File: src/rtl/gp_cnt_pkg.sv
package gp_cnt_pkg;
  localparam int PS_W = 3;

  typedef enum logic [1:0] {
    TRIG_NONE = 2'd0,
    TRIG_OVF  = 2'd1,
    TRIG_BOTH = 2'd2,
    TRIG_RSVD = 2'd3
  } trig_e;

  // bit 14 down to bit 0
  typedef struct packed {
    logic            pin_in;
    logic            capt2;
    logic            toggle;
    trig_e           trig;
    logic [1:0]      capt;
    logic            dflt;
    logic            cmp_en;
    logic            ps_en;
    logic [PS_W-1:0] ps_val;
    logic            reload;
    logic            run;
  } ctrl_t;

  localparam int CTRL_W = $bits(ctrl_t);
endpackage

File: src/rtl/gp_cnt_prescale.sv
module gp_cnt_prescale #(
  parameter int PS_W = 3
) (
  input  logic            clk_i,
  input  logic            rst_ni,
  input  logic            tick_i,
  input  logic            run_i,
  input  logic            ps_en_i,
  input  logic [PS_W-1:0] ps_val_i,
  input  logic            clr_i,
  output logic            adv_o
);
  localparam int PC_W = 1 << PS_W;

  logic [PC_W-1:0] pc_q;
  logic [PC_W-1:0] lim;
  logic            hit;

  assign lim   = ~({PC_W{1'b1}} << ({1'b0, ps_val_i} + (PS_W+1)'(1)));
  assign hit   = (pc_q == lim);
  assign adv_o = tick_i & run_i & (~ps_en_i | hit);

  always_ff @(posedge clk_i or negedge rst_ni) begin
    if (!rst_ni)               pc_q <= '0;
    else if (clr_i)            pc_q <= '0;
    else if (tick_i && run_i)  pc_q <= adv_o ? '0 : pc_q + 1'b1;
  end
endmodule

File: src/rtl/gp_cnt_core.sv
module gp_cnt_core #(
  parameter int CW = 32
) (
  input  logic          clk_i,
  input  logic          rst_ni,
  input  logic          adv_i,
  input  logic          reload_i,
  input  logic          cmp_en_i,
  input  logic [CW-1:0] wdata_i,
  input  logic          cnt_we_i,
  input  logic          load_we_i,
  input  logic          trig_we_i,
  input  logic          match_we_i,
  output logic [CW-1:0] cnt_o,
  output logic [CW-1:0] load_o,
  output logic [CW-1:0] match_o,
  output logic          ovf_evt_o,
  output logic          mat_evt_o,
  output logic          stop_o,
  output logic          ovf_q_o,
  output logic          mat_q_o
);
  logic [CW-1:0] cnt_q, load_q, match_q, cnt_inc;
  logic          step, wrap;

  assign cnt_inc   = cnt_q + 1'b1;
  assign wrap      = &cnt_q;
  // any write this cycle takes the counter, advance is dropped
  assign step      = adv_i & ~cnt_we_i & ~trig_we_i;
  assign ovf_evt_o = step & wrap;
  assign mat_evt_o = step & ~wrap & cmp_en_i & (cnt_inc == match_q);
  assign stop_o    = ovf_evt_o & ~reload_i;

  always_ff @(posedge clk_i or negedge rst_ni) begin
    if (!rst_ni) begin
      cnt_q   <= '0;
      load_q  <= '0;
      match_q <= '0;
      ovf_q_o <= 1'b0;
      mat_q_o <= 1'b0;
    end else begin
      if (cnt_we_i)       cnt_q <= wdata_i;
      else if (trig_we_i) cnt_q <= load_q;
      else if (step)      cnt_q <= wrap ? (reload_i ? load_q : '0) : cnt_inc;
      if (load_we_i)  load_q  <= wdata_i;
      if (match_we_i) match_q <= wdata_i;
      ovf_q_o <= ovf_evt_o;
      mat_q_o <= mat_evt_o;
    end
  end

  assign cnt_o   = cnt_q;
  assign load_o  = load_q;
  assign match_o = match_q;
endmodule

File: src/rtl/gp_cnt_pin.sv
module gp_cnt_pin
  import gp_cnt_pkg::*;
(
  input  logic  clk_i,
  input  logic  rst_ni,
  input  logic  run_i,
  input  trig_e trig_i,
  input  logic  toggle_i,
  input  logic  dflt_i,
  input  logic  ovf_evt_i,
  input  logic  mat_evt_i,
  output logic  pin_o
);
  logic armed, sel, pin_d, pin_q;

  always_comb begin
    armed = run_i & ((trig_i == TRIG_OVF) | (trig_i == TRIG_BOTH));
    sel   = ovf_evt_i | ((trig_i == TRIG_BOTH) & mat_evt_i);
    if (!armed)        pin_d = dflt_i;
    else if (toggle_i) pin_d = pin_q ^ sel;
    else               pin_d = sel;
  end

  always_ff @(posedge clk_i or negedge rst_ni) begin
    if (!rst_ni) pin_q <= 1'b0;
    else         pin_q <= pin_d;
  end

  assign pin_o = pin_q;
endmodule

File: src/rtl/gp_cnt_timer.sv
module gp_cnt_timer
  import gp_cnt_pkg::*;
#(
  parameter int CW = 32
) (
  input  logic              clk_i,
  input  logic              rst_ni,
  input  logic              tick_en_i,
  input  logic [CW-1:0]     wdata_i,
  input  logic              ctrl_we_i,
  input  logic              cnt_we_i,
  input  logic              load_we_i,
  input  logic              trig_we_i,
  input  logic              match_we_i,
  output logic [CW-1:0]     count_o,
  output logic [CW-1:0]     load_o,
  output logic [CW-1:0]     cmp_val_o,
  output logic [CTRL_W-1:0] ctrl_o,
  output logic              ovf_o,
  output logic              match_o,
  output logic              pin_o,
  output logic              pin_oe_o
);
  ctrl_t ctrl_q;
  logic  adv, ovf_evt, mat_evt, stop;

  always_ff @(posedge clk_i or negedge rst_ni) begin
    if (!rst_ni)        ctrl_q     <= '0;
    else if (ctrl_we_i) ctrl_q     <= ctrl_t'(wdata_i[CTRL_W-1:0]);
    else if (stop)      ctrl_q.run <= 1'b0;
  end

  gp_cnt_prescale #(.PS_W(PS_W)) u_ps (
    .clk_i    (clk_i),
    .rst_ni   (rst_ni),
    .tick_i   (tick_en_i),
    .run_i    (ctrl_q.run),
    .ps_en_i  (ctrl_q.ps_en),
    .ps_val_i (ctrl_q.ps_val),
    .clr_i    (ctrl_we_i | cnt_we_i),
    .adv_o    (adv)
  );

  gp_cnt_core #(.CW(CW)) u_core (
    .clk_i      (clk_i),
    .rst_ni     (rst_ni),
    .adv_i      (adv),
    .reload_i   (ctrl_q.reload),
    .cmp_en_i   (ctrl_q.cmp_en),
    .wdata_i    (wdata_i),
    .cnt_we_i   (cnt_we_i),
    .load_we_i  (load_we_i),
    .trig_we_i  (trig_we_i),
    .match_we_i (match_we_i),
    .cnt_o      (count_o),
    .load_o     (load_o),
    .match_o    (cmp_val_o),
    .ovf_evt_o  (ovf_evt),
    .mat_evt_o  (mat_evt),
    .stop_o     (stop),
    .ovf_q_o    (ovf_o),
    .mat_q_o    (match_o)
  );

  gp_cnt_pin u_pin (
    .clk_i     (clk_i),
    .rst_ni    (rst_ni),
    .run_i     (ctrl_q.run),
    .trig_i    (ctrl_q.trig),
    .toggle_i  (ctrl_q.toggle),
    .dflt_i    (ctrl_q.dflt),
    .ovf_evt_i (ovf_evt),
    .mat_evt_i (mat_evt),
    .pin_o     (pin_o)
  );

  assign ctrl_o   = ctrl_q;
  assign pin_oe_o = ~ctrl_q.pin_in;
endmodule

File: config.mk
export PLATFORM = sky130hd
export DESIGN_NAME = gp_cnt_timer
export DESIGN_NICKNAME = d
export VERILOG_FILES = /design/src/rtl/gp_cnt_pkg.sv /design/src/rtl/gp_cnt_prescale.sv /design/src/rtl/gp_cnt_core.sv /design/src/rtl/gp_cnt_pin.sv /design/src/rtl/gp_cnt_timer.sv
export SDC_FILE = /design/constraint.sdc
export NUM_CORES = 1
export LEC_CHECK = 0
export ABC_AREA = 1
export BUFFER_PORTS_ARGS = -buffer_cell sky130_fd_sc_hd__buf_2
export CAP_MARGIN = 20
export CORE_MARGIN = 8
export CORE_UTILIZATION = 45
export DETAILED_ROUTE_END_ITERATION = 10
export GPL_TIMING_DRIVEN = 1
export PLACE_DENSITY = 0.68
export SLEW_MARGIN = 20
export SYNTH_ARGS = -nofsm -noshare
export SYNTH_HDL_FRONTEND = slang
export SYNTH_SLANG_ARGS = --single-unit
File: constraint.sdc
create_clock -name clk_i -period 3.1 [get_ports clk_i]
set_input_delay 0.155 -clock clk_i [delete_from_list [all_inputs] [get_ports clk_i]]
set_output_delay 0.155 -clock clk_i [all_outputs]
set_load 0.1 [all_outputs]
==> results of run 1 <==
==> sequential cells by signal (all words and copies together) (netlist names) <==
signal	count
u_core.cnt_o	32
u_core.load_o	32
u_core.match_o	32
ctrl_o	15
u_ps.pc_q	8
u_core.mat_q_o	1
u_core.ovf_q_o	1
u_pin.pin_o	1
==> path summary, 6_finish.rpt <==
path                       cells after the start                end  slack, ps            start
setup / recovery                              16        u_pin.pin_o        210  u_core.cnt_o[0]
hold / removal                                 3          ctrl_o[2]         20       wdata_i[2]
setup reg to reg                              16        u_pin.pin_o        210  u_core.cnt_o[0]
hold reg to reg                                2          ctrl_o[8]        470        ctrl_o[8]
max in group asynchronous                      3   u_core.cnt_o[10]       1930           rst_ni
min in group asynchronous                      2  u_core.load_o[23]        340           rst_ni
==> synth_stat cells, types with 10 or more instances <==
cell	count
xor2_1	12
nand2_1	335
o221ai_1	18
clkbuf_1	26
nand4_1	12
o22ai_1	14
dfrtp_1	122
nor2_1	74
o211ai_1	22
inv_1	133
a21oi_1	10
o21ai_0	99
nand3_1	76
==> worst min-delay path, stage by stage <==
cell and delay [ps]:
buf_2 140, nand2_1 60, nand2_1 50
==> cell families (layout without fill, tap and decap cells) <==
kind of cell,Yosys count,count (layout),share of synthesized area
simple gates,530,530,0.305
compound gates,179,179,0.145
buf+inv,177,366,0.0954
flops,122,122,0.419
xor+xnor,12,12,0.0144
mux,8,8,0.0124
fa+ha+maj,5,5,0.00858
==> cell type report <==
type / count / area (um^2)
clock buffers: 19 / 453
fillers: 1541 / 6720
repair buffers: 196 / 1190
inverters: 138 / 518
well taps: 216 / 270
multi-input cells: 734 / 3550
flip-flops and latches: 122 / 3050
clock inverters: 13 / 143
==> placed cells by master (no fill, tap or decap), types with 2 or more instances in the layout <==
cell type / n
buf_2: 153
nor3_1: 8
clkinv_4: 2
a21oi_1: 10
inv_1: 133
nand3_1: 76
xor2_1: 12
nor3b_1: 2
o21ai_1: 4
clkinv_2: 2
o221ai_1: 18
buf_12: 2
nor2_1: 74
mux2_2: 8
dfrtp_1: 122
nor2_4: 2
o21ai_0: 99
nand2_2: 5
a31oi_1: 8
nor2_2: 8
o211ai_1: 22
bufinv_16: 2
ha_1: 5
inv_2: 4
o22ai_1: 14
dlygate4sd3_1: 29
nand4_1: 12
clkbuf_8: 2
inv_6: 2
buf_4: 12
nand3b_1: 3
nand2_1: 334
clkbuf_16: 17
clkinvlp_4: 5
==> routing by layer <==
metal | up-vias | wire length [um] | track usage
li1 | 3730 | - | -
met1 | 3619 | 11600 | 0.353
met3 | 40 | 2170 | 0.0640
met2 | 336 | 11100 | 0.377
met4 | 0 | 636 | 0.0946
met5 | - | 0 | 0
==> power by group <==
part	internal, mW	switching (mW)
clock network	1.23	0.765
registers	1.75	0.184
logic	0.401	1.80
==> key figures, run 1 <==
Clock tree
  – Worst skew pair latency: 430 ps
  – Root buffer cell: clkbuf_16
  – Post-CTS Repair Setup Buffers: 0
  – Max Root-Sink Buffers: 2
  – Clk slew on worst S/H paths: 60 ps
  – H-tree levels: 4
  – TritonCTS Buffers: 17
  – CTS tree: yes
  – CTS resizes: 0
  – Hold_buf cts: 29
  – Clock Sinks: 122

Critical path
  – Crit path DAT: 3200 ps
  – WS Path Type: reg2reg
  – Worst setup EP type: flip-flop
  – Slowest stage delay, CP: 450 ps
  – CP Buf/Inv Count: 0
  – CP required: 3410 ps
  – Critical-path cell list: ha_1 > nand3_1 > nor2_1 > nand3_1 > nor2_1 > nand3_1 > nand2_1 > nand2_1 > nand2_1 > nand3_1 > nor2_1 > nand4_1 > nand3_1 > nand2_1 > nand2_1 > nand2_1
  – Crit-path max FO: 7
  – Delay-heaviest family, CP: simple AND/OR/NAND/NOR gates
  – Worst path most repeated cell: nand2_1
  – Startpoint Class: flip-flop
  – Slowest CP cell: dfrtp_1

Synth
  – Post-synth top area cell: dfrtp_1
  – Yosys warning count: 0
  – Seq/Total Area, Yosys: 0.419
  – Syn avg cell area: 7.06 um^2
  – Yosys reg bits: 122
  – EDFF count, synth: 0
  – Cell count after synthesis: 1033
  – Cell variety after synth: 37
  – Synth top area share: 0.419
  – Syn Nets: 1078
  – Top cells by area, synth: dfrtp_1 42%, nand2_1 17%, inv_1 6.8%
  – Most common flop cell mapped by yosys: dfrtp_1
  – Async SR Flop Fraction: 1.00
  – Mapped Area: 7290 um^2

Route
  – Via-per-instance ratio: 5.37
  – Initial DRC count: 757
  – Final ANT Viol Nets: 0
  – Avg WL per Cell: 17.8 um
  – Pre-antenna DRT Iters: 8
  – DR vias: 7725
  – Post-Route WL: 25600 um
  – DRC: 0

Power
  – Leak pwr: 4.71 nW
  – Power Total: 6.12 mW
  – Pwr dens: 668 nW/um^2
  – VDD IR-drop max: 511 uV

Timing
  – Final WS setup: 213 ps
  – Max-slew violation count: 0
  – Setup violators final: 0
  – Fmax achieved: 346 MHz
  – RSZ-0062 raised after global routing: false
  – Hold slack: 22.1 ps
  – Setup Skew: 7.99 ps
  – Final Hold Fails: 0
  – Fin crit share: 0.931
  – Worst rel slew slack: 0.490
  – Tmin final: 2890 ps
  – Total Neg Setup Slack: 0 ps
  – Worst-Margin Slew: 765 ps

Placed design
  – Buffers added on ports: 154
  – Cells after DPL: 1377
  – Cell Area, Placed: 8280 um^2
  – Dpl hpwl: 19800 um
  – Routability congestion estimate: 1.04
  – Place WS: 269 ps

Layout
  – Post-Route Utilization: 0.577
  – Layout Cells excl Fill: 1438
  – Diodes inserted: 0
  – Cell area after layout: 9170 um^2
  – Layout cells sized above 1: 0.187
  – Area Overhead vs Synth: 25.7%
  – Nets: 1254

Floorplanning
  – Initial core utilization: 0.459
  – # rows: 46
  – Number of I/O pins: 155
  – DIE AREA: 20500 um^2
  – Die Y: 143 um
  – Die Wd: 143 um
  – Core footprint: 15900 um^2

Global route
  – Total global routing overflow: 0
  – First-pass GRT wire length: 40200 um
  – Initial antenna violation count: 0
  – Number of global-route vias before repair: 7336
  – Gr usage total: 0.255
  – Largest net degree at the start of global routing: 67

Job
  – Max Cap Viol: 0

Min path
  – Worst hold path type: in2reg

Outcome
  – Status: completed
(Power assumes the default switching activity.)
==> run 2, diff against run 1 <==
--- a/config.mk
+++ b/config.mk
@@ -8,7 +8,6 @@
 export ABC_AREA = 1
 export BUFFER_PORTS_ARGS = -buffer_cell sky130_fd_sc_hd__buf_2
 export CAP_MARGIN = 20
-export CORE_MARGIN = 8
 export CORE_UTILIZATION = 45
 export DETAILED_ROUTE_END_ITERATION = 10
 export GPL_TIMING_DRIVEN = 1
==> key figures, run 2 (same netlist as run 1, synthesis figures left out) <==
Placed design
  – Place WS: 155 ps (-114 ps)
  – Cell Area, Placed: 8270 um^2 (-0.18%)
  – Routability congestion estimate: 1.01 (-3.0%)
  – Dpl hpwl: 18300 um (-7.5%)
  – Buffers added on ports: 154 (unchanged)

Global route
  – Initial antenna violation count: 0 (unchanged)
  – Total global routing overflow: 0 (unchanged)
  – Gr usage total: 0.310 (+0.0547)
  – Largest net degree at the start of global routing: 61 (-9.0%)
  – Number of global-route vias before repair: 7225 (-1.5%)
  – First-pass GRT wire length: 38600 um (-3.9%)

Floorplanning
  – Die Wd: 129 um (-9.8%)
  – # rows: 46 (unchanged)
  – DIE AREA: 16700 um^2 (-19%)
  – Number of I/O pins: 155 (unchanged)
  – Die Y: 129 um (-9.8%)
  – Initial core utilization: 0.461 (+0.00167)
  – Core footprint: 15800 um^2 (-0.36%)

Critical path
  – Worst setup EP type: flip-flop
  – Crit path DAT: 3130 ps (-70 ps)
  – WS Path Type: reg2reg
  – Reg2reg path depth: 16 (unchanged)
  – Crit-path max FO: 7 (unchanged)
  – Startpoint Class: flip-flop
  – CP required: 3410 ps (about the same)

Timing
  – Final WS setup: 285 ps (+71.9 ps)
  – RSZ-0062 raised after global routing: false
  – Worst rel slew slack: 0.407 (-0.0832)
  – Fin crit share: 0.908 (-0.0232)
  – Tmin final: 2820 ps (-71.9 ps)
  – Setup Skew: 19.8 ps (+11.8 ps)
  – Fmax achieved: 355 MHz (+2.6%)
  – Total Neg Setup Slack: 0 ps (unchanged)
  – Final Hold Fails: 0 (unchanged)
  – Max-slew violation count: 0 (unchanged)
  – Worst-Margin Slew: 889 ps (+124 ps)
  – Setup violators final: 0 (unchanged)

Clock tree
  – Post-CTS Repair Setup Buffers: 0 (unchanged)
  – TritonCTS Buffers: 17 (unchanged)
  – Clk slew on worst S/H paths: 60 ps (about the same)
  – Max Root-Sink Buffers: 2 (unchanged)
  – CTS tree: yes
  – Root buffer cell: clkbuf_16
  – Clock Sinks: 122 (unchanged)
  – H-tree levels: 4 (unchanged)
  – Worst skew pair latency: 430 ps (about the same)

Power
  – Power Total: 6.18 mW (+0.91%)
  – VDD IR-drop max: 457 uV (-10%)
  – Pwr dens: 674 nW/um^2 (+1.0%)
  – Leak pwr: 4.70 nW (-0.21%)

Route
  – DR vias: 7720 (-0.065%)
  – DRC: 0 (unchanged)
  – Final ANT Viol Nets: 0 (unchanged)
  – Initial DRC count: 710 (-6.2%)
  – Post-Route WL: 24700 um (-3.5%)
  – Avg WL per Cell: 17.2 um (-3.3%)
  – Via-per-instance ratio: 5.38 (+0.14%)
  – Pre-antenna DRT Iters: 5 (-3)

Layout
  – Post-Route Utilization: 0.579 (+0.00155)
  – Most common cell after layout, fill and taps aside: nand2_1
  – Layout cells sized above 1: 0.185 (-0.00200)
  – Nets: 1251 (-0.24%)
  – FILL cells: 1499 (-2.7%)
  – Diodes inserted: 0 (unchanged)
  – Commonest cells after routing, fill and taps aside: 334 x nand2_1, 153 x buf_2, 133 x inv_1, 122 x dfrtp_1, 99 x o21ai_0
  – Area Overhead vs Synth: 25.6% (about the same)
  – Cell area after layout: 9160 um^2 (about the same)

Job
  – Max Cap Viol: 0 (unchanged)

Min path
  – Hold path cells: 3 (unchanged)
  – Worst hold path type: in2reg

Outcome
  – Status: completed
## run 2: final cells by class
cell class,instances,area (um^2),share of cell area
multi-input combinational,734,3550,0.388
sequential,122,3050,0.333
timing repair buffer,193,1160,0.127
inverter,138,518,0.0565
clock buffer,22,464,0.0507
tap,216,270,0.0295
clock inverter,10,143,0.0156
## run 2: repair_timing
action / CTS / global route
gates resized for setup: 0 / 2
hold endpoints to repair: 89 / 0
setup endpoints to repair: 0 / 1
hold buffers: 28 / 0
## run 2: worst paths after layout
| path | start | end | slack [ps] |
|---|---|---|---|
| setup / recovery | u_core.cnt_o[0] | u_pin.pin_o | 280 |
| hold / removal | wdata_i[3] | u_core.load_o[3] | 10 |
| setup reg to reg | u_core.cnt_o[0] | u_pin.pin_o | 280 |
| hold reg to reg | ctrl_o[9] | ctrl_o[9] | 470 |
| max in group asynchronous | rst_ni | u_core.match_o[11] | 2160 |
| min in group asynchronous | rst_ni | u_core.load_o[23] | 250 |
## run 2: per-stage QoR
step           hold slack [ps]  cells
2_1_floorplan             -141   1033
3_3_place_gp               157   1375
3_5_place_dp               162   1375
4_1_cts                   1.85   1435
5_1_grt                   1.17   1435
6_report                  13.6   1435
## run 2: power by group
part	internal, mW	switching, mW
clock	1.31	0.750
sequential	1.75	0.186
combinational	0.398	1.79
total	3.45	2.72
## run 2: critical path: stages, from the launching register on
cell,delay [ps]
dfrtp_1,440
ha_1,220
nand3_1,200
nor2_2,260
nand3_1,220
nor2_2,240
nand3_1,140
nand2_1,130
nand2_1,50
nand2_1,90
nand3_1,70
nor2_1,220
nand4_1,150
nand3_1,90
nand2_1,60
nand2_1,50
nand2_1,50
## run 2: layer usage
metal  up-vias  GRT usage  routed length, um
met5         -          0                  0
met4         0      0.122                772
met3        63     0.0797               1930
met2       318      0.460              10800
met1      3619      0.431              11200
li1       3720          -                  -
